### config.mk
export PLATFORM = sky130hd
export DESIGN_NAME = irq_stacker
export DESIGN_NICKNAME = d
export VERILOG_FILES = /design/src/rtl/irqstk_pkg.sv /design/src/rtl/irqstk_req.sv /design/src/rtl/irqstk_seq.sv /design/src/rtl/irqstk_frame.sv /design/src/rtl/irq_stacker.sv
export SDC_FILE = /design/constraint.sdc
export NUM_CORES = 1
export LEC_CHECK = 0
export ABC_AREA = 1
export BUFFER_PORTS_ARGS = -buffer_cell sky130_fd_sc_hd__buf_4
export CORE_AREA = 2 2 123 101
export CTS_CLUSTER_SIZE = 14
export DETAILED_ROUTE_END_ITERATION = 8
export DIE_AREA = 0 0 125 103
export PLACE_DENSITY = 0.86
export SYNTH_ARGS = -nofsm -noshare
export SYNTH_HDL_FRONTEND = slang
export SYNTH_SLANG_ARGS = --single-unit
export TNS_END_PERCENT = 100
### constraint.sdc
create_clock -name clk -period 4.1 [get_ports clk]
set_clock_uncertainty 0.05 [all_clocks]
set_input_delay 0.205 -clock clk [delete_from_list [all_inputs] [get_ports clk]]
set_output_delay 0.205 -clock clk [all_outputs]
set_load 0.05 [all_outputs]
### src/rtl/irqstk_pkg.sv
package irqstk_pkg;

   typedef enum logic [2:0] {
      ST_IDLE,
      ST_WAIT,
      ST_FLUSH,
      ST_WRITE,
      ST_DONE
   } stk_state_e;

   localparam int FRAME_SLOTS = 5;
   localparam int FRAME_BYTES = 9;

   // distance below the entry stack pointer for write slot k
   function automatic int slot_offset(input int k);
      return (k < FRAME_SLOTS - 1) ? 2 * (k + 1) : FRAME_BYTES;
   endfunction

   function automatic bit slot_is_word(input int k);
      return k < FRAME_SLOTS - 1;
   endfunction

endpackage

### src/rtl/irqstk_req.sv
module irqstk_req #(
   parameter int REQ_LATCH = 1
) (
   input  logic clk,
   input  logic rst,
   input  logic irq,
   input  logic mask,
   input  logic idle,
   output logic accept_o
);

   generate
      if (REQ_LATCH != 0) begin : g_latched
         logic pend_q;
         assign accept_o = idle && !mask && (irq || pend_q);
         always_ff @(posedge clk) begin
            if (rst) pend_q <= 1'b0;
            else     pend_q <= (pend_q || irq) && !accept_o;
         end
      end else begin : g_level
         assign accept_o = idle && !mask && irq;
      end
   endgenerate

endmodule

### src/rtl/irqstk_seq.sv
module irqstk_seq
   import irqstk_pkg::*;
#(
   parameter int SLOT_W = 3
) (
   input  logic              clk,
   input  logic              rst,
   input  logic              accept,
   input  logic              eoi,
   output stk_state_e        st_o,
   output logic [SLOT_W-1:0] slot_o,
   output logic              flush_o,
   output logic              we_o,
   output logic              last_o,
   output logic              done_o,
   output logic              idle_o
);

   localparam logic [SLOT_W-1:0] LAST_SLOT = SLOT_W'(FRAME_SLOTS - 1);

   stk_state_e        st_q;
   logic [SLOT_W-1:0] slot_q;

   always_ff @(posedge clk) begin
      if (rst) begin
         st_q   <= ST_IDLE;
         slot_q <= '0;
      end else begin
         case (st_q)
            ST_IDLE:  if (accept) st_q <= eoi ? ST_FLUSH : ST_WAIT;
            ST_WAIT:  if (eoi) st_q <= ST_FLUSH;
            ST_FLUSH: begin
               st_q   <= ST_WRITE;
               slot_q <= '0;
            end
            ST_WRITE: begin
               if (slot_q == LAST_SLOT) st_q <= ST_DONE;
               else                     slot_q <= slot_q + 1'b1;
            end
            ST_DONE:  st_q <= ST_IDLE;
            default:  st_q <= ST_IDLE;
         endcase
      end
   end

   assign st_o    = st_q;
   assign slot_o  = slot_q;
   assign idle_o  = (st_q == ST_IDLE);
   assign flush_o = (st_q == ST_FLUSH);
   assign we_o    = (st_q == ST_WRITE);
   assign last_o  = we_o && (slot_q == LAST_SLOT);
   assign done_o  = (st_q == ST_DONE);

endmodule

### src/rtl/irqstk_frame.sv
module irqstk_frame
   import irqstk_pkg::*;
#(
   parameter int SP_W   = 16,
   parameter int BYTE_W = 8,
   parameter int WORD_W = 16,
   parameter int SLOT_W = 3
) (
   input  logic              clk,
   input  logic              rst,
   input  logic              capture,
   input  logic              commit,
   input  logic [SLOT_W-1:0] slot,
   input  logic [SP_W-1:0]   sp_i,
   input  logic [WORD_W-1:0] ret_i,
   input  logic [WORD_W-1:0] y_i,
   input  logic [WORD_W-1:0] x_i,
   input  logic [BYTE_W-1:0] b_i,
   input  logic [BYTE_W-1:0] a_i,
   input  logic [BYTE_W-1:0] cond_i,
   output logic [SP_W-1:0]   addr_o,
   output logic [WORD_W-1:0] data_o,
   output logic [1:0]        be_o,
   output logic [SP_W-1:0]   sp_o
);

   logic [SP_W-1:0]   snap_sp;
   logic [WORD_W-1:0] snap_ret, snap_y, snap_x;
   logic [BYTE_W-1:0] snap_b, snap_a, snap_cond;
   logic [SP_W-1:0]   sp_q;

   // snapshot taken in the flush cycle, before any write
   always_ff @(posedge clk) begin
      if (rst) begin
         snap_sp   <= '0;
         snap_ret  <= '0;
         snap_y    <= '0;
         snap_x    <= '0;
         snap_b    <= '0;
         snap_a    <= '0;
         snap_cond <= '0;
      end else if (capture) begin
         snap_sp   <= sp_i;
         snap_ret  <= ret_i;
         snap_y    <= y_i;
         snap_x    <= x_i;
         snap_b    <= b_i;
         snap_a    <= a_i;
         snap_cond <= cond_i;
      end
   end

   always_ff @(posedge clk) begin
      if (rst)         sp_q <= '0;
      else if (commit) sp_q <= snap_sp - SP_W'(FRAME_BYTES);
   end
   assign sp_o = sp_q;

   logic [SP_W-1:0]   s_addr [FRAME_SLOTS];
   logic [WORD_W-1:0] s_data [FRAME_SLOTS];
   logic [1:0]        s_be   [FRAME_SLOTS];

   generate
      for (genvar k = 0; k < FRAME_SLOTS; k++) begin : g_slot
         assign s_addr[k] = snap_sp - SP_W'(slot_offset(k));
         assign s_be[k]   = slot_is_word(k) ? 2'b11 : 2'b10;
         if (k == 0) begin : g_ret
            assign s_data[k] = snap_ret;
         end else if (k == 1) begin : g_y
            assign s_data[k] = snap_y;
         end else if (k == 2) begin : g_x
            assign s_data[k] = snap_x;
         end else if (k == 3) begin : g_acc
            assign s_data[k] = {snap_b, snap_a};
         end else begin : g_cond
            assign s_data[k] = {snap_cond, {BYTE_W{1'b0}}};
         end
      end
   endgenerate

   always_comb begin
      addr_o = '0;
      data_o = '0;
      be_o   = '0;
      for (int k = 0; k < FRAME_SLOTS; k++) begin
         if (slot == SLOT_W'(k)) begin
            addr_o = s_addr[k];
            data_o = s_data[k];
            be_o   = s_be[k];
         end
      end
   end

endmodule

### src/rtl/irq_stacker.sv
module irq_stacker
   import irqstk_pkg::*;
#(
   parameter int SP_W      = 16,
   parameter int BYTE_W    = 8,
   parameter int WORD_W    = 16,
   parameter int REQ_LATCH = 1
) (
   input  logic              clk,
   input  logic              rst,
   input  logic              irq_req,
   input  logic              imask,
   input  logic              eoi,
   input  logic [SP_W-1:0]   sp_i,
   input  logic [WORD_W-1:0] ret_i,
   input  logic [WORD_W-1:0] idx_y_i,
   input  logic [WORD_W-1:0] idx_x_i,
   input  logic [BYTE_W-1:0] acc_b_i,
   input  logic [BYTE_W-1:0] acc_a_i,
   input  logic [BYTE_W-1:0] cond_i,
   output logic [SP_W-1:0]   mem_addr,
   output logic [WORD_W-1:0] mem_wdata,
   output logic [1:0]        mem_be,
   output logic              mem_we,
   output logic              q_flush,
   output logic [SP_W-1:0]   sp_o,
   output logic              done
);

   localparam int SLOT_W = $clog2(FRAME_SLOTS);

   generate
      if (WORD_W != 2 * BYTE_W) begin : g_bad_word
         $error("irq_stacker: WORD_W must be twice BYTE_W");
      end
      if (SP_W < 4) begin : g_bad_sp
         $error("irq_stacker: SP_W too narrow for the frame");
      end
   endgenerate

   stk_state_e        st;
   logic [SLOT_W-1:0] slot;
   logic              accept, idle, last_wr;

   irqstk_req #(.REQ_LATCH(REQ_LATCH)) u_req (
      .clk      (clk),
      .rst      (rst),
      .irq      (irq_req),
      .mask     (imask),
      .idle     (idle),
      .accept_o (accept)
   );

   irqstk_seq #(.SLOT_W(SLOT_W)) u_seq (
      .clk     (clk),
      .rst     (rst),
      .accept  (accept),
      .eoi     (eoi),
      .st_o    (st),
      .slot_o  (slot),
      .flush_o (q_flush),
      .we_o    (mem_we),
      .last_o  (last_wr),
      .done_o  (done),
      .idle_o  (idle)
   );

   irqstk_frame #(
      .SP_W   (SP_W),
      .BYTE_W (BYTE_W),
      .WORD_W (WORD_W),
      .SLOT_W (SLOT_W)
   ) u_frame (
      .clk     (clk),
      .rst     (rst),
      .capture (q_flush),
      .commit  (last_wr),
      .slot    (slot),
      .sp_i    (sp_i),
      .ret_i   (ret_i),
      .y_i     (idx_y_i),
      .x_i     (idx_x_i),
      .b_i     (acc_b_i),
      .a_i     (acc_a_i),
      .cond_i  (cond_i),
      .addr_o  (mem_addr),
      .data_o  (mem_wdata),
      .be_o    (mem_be),
      .sp_o    (sp_o)
   );

endmodule

Word-level counts from Yosys, hierarchy flattened:

Index checks and enable logic that the tools add are counted.

* $add $sub $neg: 6
* equal/unequal tests: 12
* mux-type cells: 22
* reduce and logical (&&, ||, !) cells: 12

Operators with widths (number)
* 16-bit 2-to-1 mux: 10
* 16-bit by 3-bit subtractor with 16-bit output, second input constant: 2
* 16-bit by 4-bit subtractor with 16-bit output, second input constant: 2
* 16-bit by 2-bit subtractor with 16-bit output, second input constant: 1
* 3-bit by 2-bit equality test with 1-bit output, second input constant: 4
* 2-bit 2-to-1 mux: 6
* 3-bit 2-to-1 mux: 4
* 3-bit case mux with 4 select lines: 1
* 3-bit by 1-bit equality test with 1-bit output, second input constant: 2
* 3-bit equality test, second input constant: 2
* 3-bit zero test: 2
* 2-bit != test, second input constant: 3
* 3-bit case mux with 2 select lines: 1
* 1-bit logical AND: 4
* 3-bit by 1-bit adder with 3-bit output, second input constant: 1
* 3-bit AND reduction: 1
* 1-bit zero test: 2
* 2-bit by 1-bit != test with 1-bit output, second input constant: 1
* 2-bit AND reduction: 1
* 2-bit nonzero test: 1
* 1-bit logical OR: 1

* register bits after elaboration: 111
* input port bits: 93
* output and inout port bits: 53
* logic and storage cells: 63

Depth between registers and ports, before layout:

* word-level depth: 6
* depth in mapped cells: 14
* gate-level depth less buffers: 14

Modules after synthesis:

Synthesis repeated with hierarchy kept, for this count alone.

* cells, all modules: 953
* area total of the unflattened synthesis: 6253.5 um^2

Modules (own cells, without submodules)
* irqstk_frame: times used 1, cells each 892, area an instance 5839.4 um^2, sequential area each 2082.0 um^2
* irqstk_seq: times used 1, cells each 53, area an instance 357.8 um^2, sequential area each 120.1 um^2
* irqstk_req: times used 1, cells each 8, area an instance 56.3 um^2, sequential area each 20.0 um^2

Least setup slack after synthesis:

Ideal clock, no wire load.

* kind: register -> output
* start: register u_seq.slot_q[0], in the netlist u_seq.slot_o[0]
* end: output port mem_addr[0]
* arrival time: 2.430 ns
* required time: 3.845 ns
* slack: 1.415 ns
* stages on the path, launching flop included: 10
* path buffers: 1
* path through: dfxtp_1 -> ha_1 -> ha_1 -> inv_1 -> clkbuf_1 -> nand3_1 -> inv_1 -> nor2_1 -> nand2_1 -> o21ai_0

* word-level cells in the longest chain between the ends: 6
* elaborated cells on any way between the ends: 10
* classes of those cells: eq/ne (4); mux (5); reduce/logical (1)

Ends and longest elaborated chain
* start: declaration: line irqstk_seq.sv:22 `logic [SLOT_W-1:0] slot_q;`
* start signal: assignment: line irqstk_seq.sv:38 `else slot_q <= slot_q + 1'b1;`
* 3-bit zero test: line irqstk_frame.sv:86 `if (slot == SLOT_W'(k)) begin`
* 16-bit 2-to-1 mux (4 in series): line irqstk_frame.sv:86
* 16-bit 2-to-1 mux (*): line irqstk_frame.sv:86
* end: declaration: line irq_stacker.sv:21 `output logic [SP_W-1:0] mem_addr,`

Every way passes the cells marked *; elsewhere a longest branch is shown, timed or not.

Worst setup path in the final report:

* start: register u_seq.slot_q[0], in the netlist u_seq.slot_o[0]
* end: output port mem_wdata[9]

* word-level cells in the longest chain between the ends: 6
* elaborated cells on any way between the ends: 10
* classes of those cells: eq/ne (4); mux (5); reduce/logical (1)

Ends and longest elaborated chain
* 3-bit zero test: line irqstk_frame.sv:86
* 16-bit 2-to-1 mux (4 in series): line irqstk_frame.sv:86
* 16-bit 2-to-1 mux (*): line irqstk_frame.sv:86
* end: declaration: line irq_stacker.sv:22 `output logic [WORD_W-1:0] mem_wdata,`

Marks and branches as above.

==> results by group <==
Synthesis
  • Post-synth EDFFs: 0
  • Synth top area cells: dfxtp_1 (35%), o21ai_0 (12%), nor2_1 (10%)
  • Syn_area_per_cell: 6.490 um2
  • Most frequent cell after synthesis: nor2_1
  • Post-Synthesis Cells: 975
  • Yosys top cell area share: 35.12%
  • Sequential area share after synthesis: 35.12%
  • Netlist Area Pre-Place: 6327 um2
  • Yosys cell types: 34
  • Fraction of registers with async set or reset after synthesis: 0%
  • Most common flop cell mapped by yosys: dfxtp_1
  • Mapped Nets: 1084
  • Yosys warning count: 0
  • Post-synth top area cell: dfxtp_1
  • Flops & latches, synth: 111
  • Synth cell count leaders: nor2_1 (168), o21ai_0 (156), nand2_1 (137)

Clock tree
  • Setup bufs post-CTS: 0
  • Post-CTS Resized: 0
  • TritonCTS Sinks: 111
  • TritonCTS clock tree: done
  • Clock insertion delay at the later pin of the skew report: 350 ps
  • Clk buf depth: 2
  • CTS root buf: clkbuf_16
  • H-tree depth: 3
  • # hold bufs at CTS: 0
  • CTS clk-pin slew, worst paths: 80 ps
  • CTS Buf Count: 9

Min path
  • Worst hold path class: in -> reg
  • Worst hold stages: 3

Setup path
  • Crit end category: output port
  • WP data arrival: 2880 ps
  • Critical Path RT: 3850 ps
  • Slowest cell on the critical path: buf_4
  • Largest stage delay, worst path: 430 ps
  • Crit path max fanout: 35
  • CP cell instances: inv_1, ha_1, inv_1, nor2_2, buf_4, inv_1, buf_4, nand3_1, o221ai_1, nor2_1, o22ai_1, buf_4
  • CP Class: reg -> out
  • Worst reg2reg path depth: 9
  • CP Launch Type: flop

Global route
  • Largest net degree at the start of global routing: 75
  • First-pass GRT wire length: 30680 um
  • Vias in the first global route: 6191
  • Antenna violations before repair: 0
  • Grt ovf: 0
  • Gr usage total: 29.24%

Placement
  • Final GP Congestion: 0.9903
  • HPWL after DPL: 13050 um
  • PortBufs: 145
  • Placed cell areas: 7422 um2

Die
  • Starting Density: 53.62%
  • Ports: 146
  • Die height: 103 um
  • Rows: 36
  • Die width: 125 um
  • Total die area: 12880 um2
  • Core box area: 11800 um2

Timing
  • Max-slew headroom: 46.91%
  • Unrepaired setup endpoints after global routing: false
  • Slew Viols, Final: 0
  • Ratio of final minimum period to clock period: 76.53%
  • Count of final hold-check violations: 0
  • Tmin final: 3138 ps
  • Highest clock rate: 318.7 MHz
  • # setup viols final: 0
  • Actual slew at the worst max-slew pin: 795.5 ps
  • WHS: 16.78 ps
  • Setup TNS Final: 0 ps

Route
  • Antenna viol nets, final: 0
  • DR WL/cell: 15.18 um
  • Post-Route WL: 18790 um
  • DR DRC count: 0
  • DRT iter0 DRCs: 555
  • Vias: 6758
  • DR pass1 iterations: 5
  • Via-per-instance ratio: 5.459

Final layout
  • # nets final: 1190
  • Share of cells above drive strength 1: 18.32%
  • Fill cells: 1066
  • Final cell utilization of the core: 65.60%
  • Syn-to-layout area delta: 22.35%
  • ANT cells: 0
  • Final instance area: 7741 um2

Power and ir drop
  • Pwr per Cell Area: 620.3 nW/um2
  • LEAKAGE: 3.814 nW
  • Peak supply drop: 0.3368 mV

Status
  • Status: finished, final reports clean

Job
  • Maxcap violations: 0
worst max-delay path: cells and delay by family (launching register included):
family | cells | cell delay (ps)
adder cells (fa/ha/maj) | 1 | 230
AO/OA/AOI/OAI | 2 | 250
AND/OR/NAND/NOR | 3 | 230
buffers and inverters | 6 | 1410
flip-flops | 1 | 400
area by class of cell:
| class | instances | area [um2] | area share (%) |
|---|---|---|---|
| Clock buffer | 10 | 229.0 | 2.958 |
| Clock inverter | 6 | 90.09 | 1.164 |
| Inverter | 105 | 395.4 | 5.107 |
| Multi-Input combinational cell | 700 | 3458 | 44.67 |
| Sequential cell | 111 | 2222 | 28.71 |
| Tap cell | 152 | 190.2 | 2.457 |
| Timing Repair Buffer | 154 | 1156 | 14.93 |
cell usage in the layout, fill, tap and decap left out, types with 2 or more instances in the layout:
cell type / count
nor2_1: 168
a21oi_1: 73
o22ai_1: 9
nor3_1: 4
inv_1: 94
ha_1: 16
or2_2: 3
o221ai_1: 7
buf_4: 154
clkinv_1: 2
nand2_2: 5
nor2_4: 4
dfxtp_1: 111
xor2_1: 21
a31oi_1: 3
inv_2: 8
nand3_1: 55
a22oi_1: 8
clkinv_8: 2
nor2_2: 8
o21ai_0: 156
clkbuf_16: 9
o21ai_1: 13
nand4_1: 2
nand2_1: 137
through the flow:
step | std cells | setup slack, ps | total power [W]
after global placement | 1222 | 1406 | 0.003820
after CTS | 1238 | 976.8 | 0.004782
after global routing | 1238 | 786.4 | 0.005115
after detailed placement | 1222 | 1374 | 0.003847
after floorplan | 975 | 1415 | 0.003186
final | 1238 | 962.2 | 0.004802
report_power, final:
part | internal, W | switching (W)
clock | 0.000492 | 0.000440
combinational | 0.000765 | 0.00171
sequential | 0.00126 | 0.000133
total | 0.00251 | 0.00229
state kept, by name, summed over array words and instances (netlist names):
name / count
u_frame.snap_x: 16
u_frame.snap_a: 8
u_frame.sp_o: 16
u_frame.snap_b: 8
u_frame.snap_cond: 8
u_frame.snap_ret: 16
u_seq.slot_o: 3
u_frame.snap_y: 16
u_seq.st_o: 3
u_frame.snap_sp: 16
u_req.g_latched.pend_q: 1
metal layers:
layer / vias to the layer above / wire (um) / GRT usage (%)
li1: 3384 / - / -
met5: - / 0 / 0
met1: 3077 / 8179 / 38.34
met4: 0 / 269 / 8.632
met3: 22 / 1775 / 7.317
met2: 275 / 8566 / 48.37
final timing paths:
kind	slack [ps]	start	end
worst min register to register	400	u_frame.snap_cond[7]$_SDFFE_PP0P_	u_frame.snap_cond[7]$_SDFFE_PP0P_
worst min-delay path	20	acc_b_i[3]	u_frame.snap_b[3]$_SDFFE_PP0P_
worst max register to register	1730	u_frame.snap_sp[2]$_SDFFE_PP0P_	u_frame.sp_o[14]$_SDFFE_PP0P_
worst max-delay path	960	u_seq.slot_o[0]$_SDFFE_PP0P_	mem_wdata[9]
logic make-up after synthesis:
kind of cell | after synthesis | share of synthesized area (%)
compound gates | 273 | 22.74
fa+ha+maj | 16 | 3.164
xor+xnor | 22 | 3.045
simple gates | 389 | 25.71
flops | 111 | 35.12
buf+inv | 164 | 10.22
Note: power is estimated with default switching activity, not from simulation.
